<file path="src/rtl/bkoff_pkg.sv">
package bkoff_pkg;
  localparam int unsigned MAX_EXP = 10;

  // exponent ceiling chosen by the limit code
  function automatic int unsigned exp_cap(input logic [1:0] code);
    case (code)
      2'b00:   return 10;
      2'b01:   return 8;
      2'b10:   return 4;
      default: return 1;
    endcase
  endfunction

  // k = min(n, cap); mask keeps the low k bits
  function automatic logic [MAX_EXP-1:0] draw_mask(input int unsigned n,
                                                   input logic [1:0] code);
    int unsigned k;
    logic [MAX_EXP-1:0] m;
    k = (n < exp_cap(code)) ? n : exp_cap(code);
    m = '0;
    for (int i = 0; i < int'(MAX_EXP); i++)
      if (i < int'(k)) m[i] = 1'b1;
    return m;
  endfunction

  typedef enum logic [1:0] {ST_IDLE, ST_SEND, ST_WAIT} bk_state_e;
endpackage

</file>
<file path="src/rtl/bkoff_lfsr.sv">
module bkoff_lfsr #(
  parameter int unsigned WIDTH = 16,
  parameter logic [WIDTH-1:0] TAPS = 16'hB400,
  parameter logic [WIDTH-1:0] SEED = 16'hACE1
) (
  input  logic             clk,
  input  logic             rst_n,
  output logic [WIDTH-1:0] state_o
);
  logic [WIDTH-1:0] s_q;

  always_ff @(posedge clk) begin
    if (!rst_n) s_q <= SEED;
    else if (s_q[0]) s_q <= (s_q >> 1) ^ TAPS;
    else s_q <= s_q >> 1;
  end

  assign state_o = s_q;

  a_r2_lfsr_alive: assert property (@(posedge clk) disable iff (!rst_n)
    s_q != '0);
endmodule

</file>
<file path="src/rtl/bkoff_attempts.sv">
module bkoff_attempts
  import bkoff_pkg::*;
#(
  parameter int unsigned MAX_ATTEMPTS = 16,
  localparam int unsigned ATT_W = $clog2(MAX_ATTEMPTS + 1)
) (
  input  logic                 clk,
  input  logic                 rst_n,
  input  logic                 frame_start,
  input  logic                 frame_done,
  input  logic                 collision,
  input  logic                 full_duplex,
  input  logic                 single_shot,
  input  logic [1:0]           limit_code,
  input  logic                 wait_over,
  output logic                 start_wait,
  output logic [MAX_EXP-1:0]   mask_o,
  output logic                 abort_o
);
  bk_state_e        st_q;
  logic [ATT_W-1:0] att_q;
  logic [ATT_W-1:0] att_next;
  logic             col_taken;
  logic             give_up;
  logic             abort_q;

  assign col_taken  = (st_q == ST_SEND) && collision && !full_duplex
                      && !frame_start && !frame_done;
  assign att_next   = att_q + 1'b1;
  assign give_up    = single_shot || (att_next >= ATT_W'(MAX_ATTEMPTS));
  assign start_wait = col_taken && !give_up;
  assign mask_o     = draw_mask(32'(att_next), limit_code);
  assign abort_o    = abort_q;

  always_ff @(posedge clk) begin
    if (!rst_n) begin
      st_q    <= ST_IDLE;
      att_q   <= '0;
      abort_q <= 1'b0;
    end else begin
      abort_q <= col_taken && give_up;
      if (frame_start) begin
        st_q  <= ST_SEND;
        att_q <= '0;
      end else begin
        case (st_q)
          ST_SEND: begin
            if (frame_done) begin
              st_q  <= ST_IDLE;
              att_q <= '0;
            end else if (col_taken) begin
              if (give_up) begin
                st_q  <= ST_IDLE;
                att_q <= '0;
              end else begin
                st_q  <= ST_WAIT;
                att_q <= att_next;
              end
            end
          end
          ST_WAIT: if (wait_over) st_q <= ST_SEND;
          default: st_q <= ST_IDLE;
        endcase
      end
    end
  end

  a_r5_attempt_bound: assert property (@(posedge clk) disable iff (!rst_n)
    att_q < ATT_W'(MAX_ATTEMPTS));
  a_r3_single_abort: assert property (@(posedge clk) disable iff (!rst_n)
    (col_taken && single_shot) |=> abort_o);
  a_r4_duplex_quiet: assert property (@(posedge clk) disable iff (!rst_n)
    (full_duplex && collision) |=> !abort_o);
  a_r8_idle_quiet: assert property (@(posedge clk) disable iff (!rst_n)
    (st_q == ST_IDLE) |=> !abort_o);
endmodule

</file>
<file path="src/rtl/bkoff_slot_timer.sv">
module bkoff_slot_timer
  import bkoff_pkg::*;
#(
  parameter int unsigned SLOT_BITS = 512,
  localparam int unsigned BIT_W = $clog2(SLOT_BITS)
) (
  input  logic               clk,
  input  logic               rst_n,
  input  logic               cancel,
  input  logic               load,
  input  logic [MAX_EXP-1:0] slots_in,
  input  logic               bit_tick,
  output logic               expire,
  output logic               go_o
);
  logic               active_q;
  logic [MAX_EXP-1:0] slots_q;
  logic [BIT_W-1:0]   bits_q;
  logic               go_q;

  assign expire = active_q && (slots_q == '0) && !cancel;
  assign go_o   = go_q;

  always_ff @(posedge clk) begin
    if (!rst_n) begin
      active_q <= 1'b0;
      slots_q  <= '0;
      bits_q   <= '0;
      go_q     <= 1'b0;
    end else if (cancel) begin
      active_q <= 1'b0;
      go_q     <= 1'b0;
    end else if (load) begin
      active_q <= 1'b1;
      slots_q  <= slots_in;
      bits_q   <= '0;
      go_q     <= 1'b0;
    end else if (active_q) begin
      if (slots_q == '0) begin
        active_q <= 1'b0;
        go_q     <= 1'b1;
      end else begin
        go_q <= 1'b0;
        if (bit_tick) begin
          if (bits_q == BIT_W'(SLOT_BITS - 1)) begin
            bits_q  <= '0;
            slots_q <= slots_q - 1'b1;
          end else begin
            bits_q <= bits_q + 1'b1;
          end
        end
      end
    end else begin
      go_q <= 1'b0;
    end
  end

  a_r7_go_pulse: assert property (@(posedge clk) disable iff (!rst_n)
    go_o |=> !go_o);
  a_r1_hold_no_tick: assert property (@(posedge clk) disable iff (!rst_n)
    (active_q && !bit_tick && !load && !cancel && slots_q != '0)
      |=> $stable(slots_q));
endmodule

</file>
<file path="src/rtl/csma_backoff_ctrl.sv">
module csma_backoff_ctrl
  import bkoff_pkg::*;
#(
  parameter int unsigned SLOT_BITS    = 512,
  parameter int unsigned MAX_ATTEMPTS = 16,
  parameter int unsigned LFSR_W       = 16
) (
  input  logic       clk,
  input  logic       rst_n,
  input  logic       frame_start,
  input  logic       frame_done,
  input  logic       collision,
  input  logic [1:0] limit_code,
  input  logic       single_shot,
  input  logic       full_duplex,
  input  logic       bit_tick,
  output logic       retry_go,
  output logic       abort_xcol
);
  logic [LFSR_W-1:0]  rnd;
  logic               start_wait;
  logic [MAX_EXP-1:0] mask;
  logic [MAX_EXP-1:0] draw;
  logic               wait_over;

  bkoff_lfsr #(.WIDTH(LFSR_W), .TAPS(LFSR_W'(16'hB400)), .SEED(LFSR_W'(16'hACE1)))
    u_lfsr (.clk(clk), .rst_n(rst_n), .state_o(rnd));

  bkoff_attempts #(.MAX_ATTEMPTS(MAX_ATTEMPTS)) u_att (
    .clk(clk), .rst_n(rst_n), .frame_start(frame_start), .frame_done(frame_done),
    .collision(collision), .full_duplex(full_duplex), .single_shot(single_shot),
    .limit_code(limit_code), .wait_over(wait_over), .start_wait(start_wait),
    .mask_o(mask), .abort_o(abort_xcol));

  assign draw = rnd[MAX_EXP-1:0] & mask;

  bkoff_slot_timer #(.SLOT_BITS(SLOT_BITS)) u_tmr (
    .clk(clk), .rst_n(rst_n), .cancel(frame_start), .load(start_wait),
    .slots_in(draw), .bit_tick(bit_tick), .expire(wait_over), .go_o(retry_go));

  a_r7_exclusive: assert property (@(posedge clk) disable iff (!rst_n)
    !(retry_go && abort_xcol));
  a_r7_abort_pulse: assert property (@(posedge clk) disable iff (!rst_n)
    abort_xcol |=> !abort_xcol);
  a_r2_draw_range: assert property (@(posedge clk) disable iff (!rst_n)
    start_wait |-> ((draw >> MAX_EXP'(exp_cap(limit_code))) == '0));
endmodule

</file>
<file path="config.mk">
export PLATFORM = sky130hd
export DESIGN_NAME = csma_backoff_ctrl
export DESIGN_NICKNAME = d
export VERILOG_FILES = /design/src/rtl/bkoff_pkg.sv /design/src/rtl/bkoff_lfsr.sv /design/src/rtl/bkoff_attempts.sv /design/src/rtl/bkoff_slot_timer.sv /design/src/rtl/csma_backoff_ctrl.sv
export SDC_FILE = /design/constraint.sdc
export NUM_CORES = 1
export LEC_CHECK = 0
export ABC_CLOCK_PERIOD_IN_PS = 5900
export CAP_MARGIN = 30
export CORE_ASPECT_RATIO = 0.75
export CORE_UTILIZATION = 55
export DETAILED_ROUTE_END_ITERATION = 10
export PLACE_DENSITY_LB_ADDON = 0.25
export RECOVER_POWER = 100
export SYNTH_ARGS = -nofsm -noshare
export SYNTH_HDL_FRONTEND = slang
export SYNTH_HIERARCHICAL = 1
export SYNTH_SLANG_ARGS = --single-unit
</file>
<file path="constraint.sdc">
create_clock -name clk -period 5.9 [get_ports clk]
set_input_delay 0.59 -clock clk [delete_from_list [all_inputs] [get_ports clk]]
set_output_delay 0.59 -clock clk [all_outputs]
set_load 0.005 [all_outputs]
</file>
Yosys cells after proc, flatten, opt, wreduce, memory -nomap -nowiden

Index checks and enable logic that the tools add are counted.

Output and inout port bits: 2
Word-level logic and storage cells: 101
Bits in read-only memories: 0
Memories kept: 0
Flip-flop bits (word level): 45
Bits of input ports: 10
Bits in writable memories: 0
Bits in latches: 0

Equality and inequality tests: 10
Muxes and demuxes: 36
Divide/modulo/power cells: 0
$lt $le $gt $ge: 12
Shift-type cells: 0
Add/subtract/negate cells: 3
Bitwise operators: 5
Reduce and logical (&&, ||, !) cells: 26
$mul: 0

Operators by type and width:

| kind                                                     | count |
|---|---|
| < comparator 4 x 32 -> 1 bit, first input constant       | 4 |
| < comparator 3 x 32 -> 1 bit, first input constant       | 2 |
| < comparator 5 x 32 -> 1 bit, first input constant       | 2 |
| two-way mux 10 bit                                       | 5 |
| two-way mux 9 bit                                        | 5 |
| < comparator 1 x 32 -> 1 bit, first input constant       | 1 |
| < comparator 2 x 32 -> 1 bit, first input constant       | 1 |
| two-way mux 5 bit                                        | 4 |
| two-way mux 16 bit                                       | 1 |
| two-way mux 1 bit                                        | 15 |
| case mux 4 bit (3 select lines)                          | 1 |
| AND 10 bit                                               | 1 |
| zero test 10 bit                                         | 1 |
| subtractor 10 x 1 -> 10 bit, second input constant       | 1 |
| adder 9 x 1 -> 9 bit, second input constant              | 1 |
| == test 9 bit, second input constant                     | 1 |
| logical AND 1 bit                                        | 8 |
| two-way mux 2 bit                                        | 4 |
| nonzero test 2 bit                                       | 4 |
| != test 3 x 2 -> 1 bit, second input constant            | 2 |
| AND reduction 2 bit                                      | 3 |
| adder 5 x 1 -> 5 bit, second input constant              | 1 |
| greater-or-equal comparator 5 bit, second input constant | 1 |
| < comparator 5 x 4 -> 1 bit                              | 1 |
| 15 further kinds                                         | 22 |

Depth between registers and ports, before layout

Depth in word-level cells: 9
Gate-level depth with buffers: 11
Depth with buffers taken out: 11

Modules after synthesis

The synthesis kept the hierarchy.

Modules (own cells, without submodules):

| module            | sequential area each (sq um) | cells an instance | area an instance (sq um) | times used |
|---|---|---|---|---|
| bkoff_slot_timer  | 420.4                        | 163               | 1343.8                   | 1 |
| bkoff_attempts    | 160.2                        | 79                | 645.6                    | 1 |
| bkoff_lfsr        | 320.3                        | 36                | 452.9                    | 1 |
| csma_backoff_ctrl | 0.0                          | 10                | 62.6                     | 1 |

Least setup slack after synthesis

No wires, ideal clock.

Kind: in2reg
Start: input limit_code[0]
End: register u_tmr.slots_q[0]
Stages: 9
Path slack: 2811 ps
Required time: 5781 ps
Path buffers: 0
Library setup time: 119 ps
Arrival: 2971 ps
Cells stage by stage: or2_2 > ha_1 > or4_1 > a221o_2 > or4_1 > and2_1 > nor2_1 > nor3_1 > o221a_1

Longest elaborated chain between the ends: 8
Elaborated cells on any way between the ends: 10
Those cells by class: order compare (2); eq/ne (2); mux (4); bitwise (1); reduce/logical (1)

RTL lines:

| what                                  | RTL line                | RTL |
|---|---|---|
| start, declared                       | csma_backoff_ctrl.sv:13 | `input logic [1:0] limit_code,` |
| == test 2 bit (tied with other cells) | bkoff_pkg.sv:6          | `case (code)` |
| case mux 4 bit (3 select lines) *     | bkoff_pkg.sv:6          |  |
| < comparator 5 x 4 -> 1 bit           | bkoff_pkg.sv:19         | `k = (n < exp_cap(code)) ? n : exp_cap(code);` |
| two-way mux 5 bit *                   | bkoff_pkg.sv:19         |  |
| < comparator 1 x 32 -> 1 bit *        | bkoff_pkg.sv:22         | `if (i < int'(k)) m[i] = 1'b1;` |
| two-way mux 1 bit *                   | bkoff_pkg.sv:22         |  |
| via mask[0]                           | csma_backoff_ctrl.sv:22 | `logic [MAX_EXP-1:0] mask;` |
| AND 10 bit *                          | csma_backoff_ctrl.sv:35 | `assign draw = rnd[MAX_EXP-1:0] & mask;` |
| via draw[0]                           | csma_backoff_ctrl.sv:23 | `logic [MAX_EXP-1:0] draw;` |
| two-way mux 10 bit *                  | bkoff_slot_timer.sv:33  | `end else if (load) begin` |
| end signal, assigned                  | bkoff_slot_timer.sv:35  | `slots_q <= slots_in;` |
| end signal, assigned                  | bkoff_slot_timer.sv:47  | `slots_q <= slots_q - 1'b1;` |
| end, declared                         | bkoff_slot_timer.sv:17  | `logic [MAX_EXP-1:0] slots_q;` |

Mark *: on every way through the listed nets, which the timed path passes. The rest lies on a longest branch.
A chain may end at the register's enable or synchronous reset.

Final worst setup path

Start: register u_att.att_q[0]
End: register u_tmr.slots_q[0]

Longest elaborated chain between the ends: 7
Elaborated cells on any way between the ends: 16
Those cells by class: add/sub (1); order compare (3); eq/ne (1); mux (3); bitwise (1); reduce/logical (7)

RTL lines:

| what                                                          | RTL line                | RTL |
|---|---|---|
| start, declared                                               | bkoff_attempts.sv:21    | `logic [ATT_W-1:0] att_q;` |
| start signal, assigned                                        | bkoff_attempts.sv:57    | `att_q <= att_next;` |
| adder 5 x 1 -> 5 bit *                                        | bkoff_attempts.sv:29    | `assign att_next = att_q + 1'b1;` |
| greater-or-equal comparator 5 bit *                           | bkoff_attempts.sv:30    | `assign give_up = single_shot \|\| (att_next >= ATT_W'(MAX_ATTEMPTS));` |
| logical OR 1 bit *                                            | bkoff_attempts.sv:30    |  |
| zero test 1 bit *                                             | bkoff_attempts.sv:31    | `assign start_wait = col_taken && !give_up;` |
| logical AND 1 bit *                                           | bkoff_attempts.sv:31    |  |
| via start_wait                                                | csma_backoff_ctrl.sv:21 | `logic start_wait;` |
| != test 2 bit (no line) or nonzero test 2 bit (tied branches) | --                      |  |
| AND reduction 5 bit (no line)                                 | --                      |  |

Marked as above.

==> metrics.txt <==
ratio of cells with drive above 1 in the final layout=5.44%; final critical-path setup slack=1.41 ns; global router's overall resource usage=23.7%; routed via count divided by cell count=6.17; number of DRC violations after detailed routing=0; maximum number of pins on one net before global-route repair=43; initial cell density of the core=59.6%; clock latency at the later pin of the worst-skew pair=0.30 ns; worst-case setup slack after placement=2.14 ns; number of buffers on the longest clock path=2; num ports=12; vias in the first global route=1779; sequential fraction of the synthesis area=36.0%; crit end category=flop; Core Box Area=4200 sq um; signed area change from the synthesized netlist to the final layout=6.99%; overall overflow remaining after global route=0; dpl cells=341; signal arrival time at the worst endpoint=4.73 ns; number of nets in the layout=308; Crit path max-delay family=simple AND/OR/NAND/NOR gates; IR drop worst, VDD=0.177 mV; count of buffers added by post-CTS timing repair for setup=0; number of buffers created by CTS=5; flop and latch count out of synthesis=45; Synth warnings=6; final period demand of the worst path=4.49 ns; prevailing post-synth register cell=sky130_fd_sc_hd__dfxtp_1; mean routed wirelength per cell=15.6 um; filler-free cell count of the finished design=349; per-instance average area after synthesis=8.70 sq um; clock edge transition at the registers on the reported setup and hold paths=0.08 ns; Lkg Pwr=1.00 nW; count of unique library cells instantiated by Yosys=56; hold_buf cts=0; most common cell after layout, fill and taps aside=sky130_fd_sc_hd__dfxtp_1; Critical Path Max Stage Delay=1.01 ns; Max-Cap Viols=1; run status=finished, violations left; Max H-tree Level=2; chip height=60.4 um; drt pass-1 iters=5; Num Clock Sinks=45; critical path start-end classification=flop to flop; number of placement rows=20; worst reg2reg startpoint=u_att/att_q[0]; number of max-slew violations in the final report=43; synthesized cell area=2500 sq um; hpwl dp=3650 um; synthesized netlist net count=303; total die area=4830 sq um; RSZ-0062 raised after global routing=no; accumulated negative setup slack=0 ns; Tcrit/Tclk final=76.1%; initial antenna violation count=0; Min Hold Slack=0.418 ns; sum of buffers and inverters on the critical path=2; ant diodes=0; die width=79.9 um; worst clock skew=0.00995 ns; Critical Path Fanout Max=37; crit-path cells=ha_1, nand3_1, xnor2_1, nor3_2, buf_4, nor2b_1, nor4_1, clkbuf_1, or2_0, o221a_1; min-delay src=u_lfsr/state_o[12]; category of the worst setup path launch point=flop; Worst EP required=6.14 ns; fmax=0.223 GHz; TritonCTS clock tree=yes; standard cell with the maximum stage delay on the critical path=sky130_fd_sc_hd__nor4_1; cell count after synthesis=288; Initial DRC Count=254; actual slew at the worst max-slew pin=1.70 ns; Routed WL=5430 um; cell depth of the worst hold path=1; Util after Layout=63.7%; global-route wire length before repair=8670 um; count of cells along the worst register-to-register path=10; worst-case headroom to the max-slew limit=-13.1%; Clock Tree Root=sky130_fd_sc_hd__clkbuf_8; post-cts gate resize count=0; sink of the worst hold path=u_lfsr/state_o[11]; capture instance of the worst register-to-register path=u_tmr/slots_q[0]; worst min path class=flop to flop; violated checks=max-capacitance violations, max-slew violations; commonest cells after routing, fill and taps aside=sky130_fd_sc_hd__dfxtp_1, sky130_fd_sc_hd__and2_1, sky130_fd_sc_hd__nor2_1, sky130_fd_sc_hd__a21oi_1, sky130_fd_sc_hd__nand2_1; count of buffers from port buffering=11; # setup viols final=0; worst reg2reg setup slack=1.41 ns; routed via count=2152; final estimated routing congestion in global placement=0.847; count of flip-flops with a built-in enable after synthesis=0; remaining antenna violation count=0; final hold vios=0; fraction of registers with async set or reset after synthesis=0%; Power Dens Cells=199 nW/um^2
==> cells by family (layout without fill, tap and decap cells) <==
family                     count (synthesis)  after routing  synth area share (%)
AOI/OAI and AO/OA                         81             81                  24.5
and+or+nand+nor                          116            116                  26.6
adders and majority gates                  5              5                  2.50
xor gates and xnor gates                   7              7                  2.45
buffers and inverters                     28             34                  5.59
DFF                                       45             45                  36.0
muxes                                      6              6                  2.40
==> metrics by stage <==
stage	instance area [sq um]	power, mW
floorplan	2500	0.343
global placement	2610	0.356
detailed placement	2620	0.358
CTS	2710	0.539
global route	2680	0.559
finish	2680	0.534
==> Yosys cell counts (3+ instances only) <==
| cell type | n | area share (%) |
|---|---|---|
| sky130_fd_sc_hd__nor3_1 | 11 | 2.2 |
| sky130_fd_sc_hd__nand2_1 | 14 | 2.1 |
| sky130_fd_sc_hd__inv_1 | 11 | 1.6 |
| sky130_fd_sc_hd__nand2b_1 | 11 | 2.7 |
| sky130_fd_sc_hd__o211ai_1 | 10 | 3.0 |
| sky130_fd_sc_hd__ha_1 | 5 | 2.5 |
| sky130_fd_sc_hd__clkbuf_1 | 7 | 1.0 |
| sky130_fd_sc_hd__o31ai_1 | 7 | 2.1 |
| sky130_fd_sc_hd__nor2b_1 | 6 | 1.5 |
| sky130_fd_sc_hd__mux2i_1 | 6 | 2.4 |
| sky130_fd_sc_hd__o21ai_0 | 4 | 0.80 |
| sky130_fd_sc_hd__xnor2_1 | 3 | 1.0 |
| sky130_fd_sc_hd__nand3_1 | 6 | 1.2 |
| sky130_fd_sc_hd__or3_1 | 3 | 0.75 |
| sky130_fd_sc_hd__nor3b_1 | 6 | 1.8 |
| sky130_fd_sc_hd__buf_2 | 4 | 0.80 |
| sky130_fd_sc_hd__xor2_1 | 4 | 1.4 |
| sky130_fd_sc_hd__buf_6 | 3 | 1.3 |
| sky130_fd_sc_hd__a211oi_1 | 5 | 1.5 |
| sky130_fd_sc_hd__or2_2 | 3 | 0.75 |
| sky130_fd_sc_hd__nor2_1 | 17 | 2.5 |
| sky130_fd_sc_hd__o31a_1 | 3 | 1.0 |
| sky130_fd_sc_hd__a21oi_1 | 17 | 3.4 |
| sky130_fd_sc_hd__and2_1 | 22 | 5.5 |
| sky130_fd_sc_hd__or4_1 | 4 | 1.2 |
| sky130_fd_sc_hd__o21bai_1 | 3 | 0.90 |
| sky130_fd_sc_hd__o21a_1 | 3 | 0.90 |
| sky130_fd_sc_hd__o311ai_0 | 7 | 2.4 |
| sky130_fd_sc_hd__dfxtp_1 | 45 | 36 |
| sky130_fd_sc_hd__a31oi_1 | 3 | 0.75 |
==> state kept, by name (all words and copies together) (netlist names) <==
register	cells
u_att/st_q	2
u_tmr/active_q	1
u_tmr/go_o	1
u_att/abort_o	1
u_tmr/slots_q	10
u_tmr/bits_q	9
u_att/att_q	5
u_lfsr/state_o	16
==> area by class of cell <==
class / instances / area [sq um]
Fill cell: 347 / 1520
Multi-Input combinational cell: 215 / 1450
Sequential cell: 45 / 901
Timing Repair Buffer: 15 / 133
Clock buffer: 6 / 72.6
Tap cell: 55 / 68.8
Inverter: 11 / 41.3
Clock inverter: 2 / 10.0
==> power by group <==
part           internal, mW  switching [mW]  total [mW]
registers             0.312         0.00416       0.316
logic                0.0168          0.0179      0.0347
clock network        0.0822           0.102       0.184
total                 0.411           0.124       0.534
==> metal layers <==
layer / track usage (%) / vias up / wire length [um]
met2: 32.4 / 79 / 2180
met5: 0 / - / 0
met3: 5.41 / 6 / 404
met1: 36.9 / 988 / 2830
met4: 6.38 / 0 / 28
li1: - / 1079 / -
==> worst reg2reg max path: stages (launching register included) <==
cell and delay [ns]:
sky130_fd_sc_hd__dfxtp_1 0.49, sky130_fd_sc_hd__ha_1 0.30, sky130_fd_sc_hd__nand3_1 0.11, sky130_fd_sc_hd__xnor2_1 0.47
sky130_fd_sc_hd__nor3_2 0.09, sky130_fd_sc_hd__buf_4 0.26, sky130_fd_sc_hd__nor2b_1 0.22, sky130_fd_sc_hd__nor4_1 1.01
sky130_fd_sc_hd__clkbuf_1 0.62, sky130_fd_sc_hd__or2_0 0.60, sky130_fd_sc_hd__o221a_1 0.28
==> worst max-delay path by stage <==
stage | from | endpoint | slack [ns] | cells after the start
3_5_place_dp | limit_code[0] | u_tmr/slots_q[0] | 2.14 | 10
4_1_cts | limit_code[0] | u_tmr/slots_q[0] | 2.46 | 10
3_3_place_gp | limit_code[0] | u_tmr/slots_q[0] | 2.19 | 10
5_1_grt | u_att/att_q[0] | u_tmr/slots_q[0] | 1.26 | 10
6_report | u_att/att_q[0] | u_tmr/slots_q[0] | 1.41 | 10
2_1_floorplan | limit_code[0] | u_tmr/slots_q[0] | 2.81 | 9
Note: power is estimated with default switching activity, not from simulation.
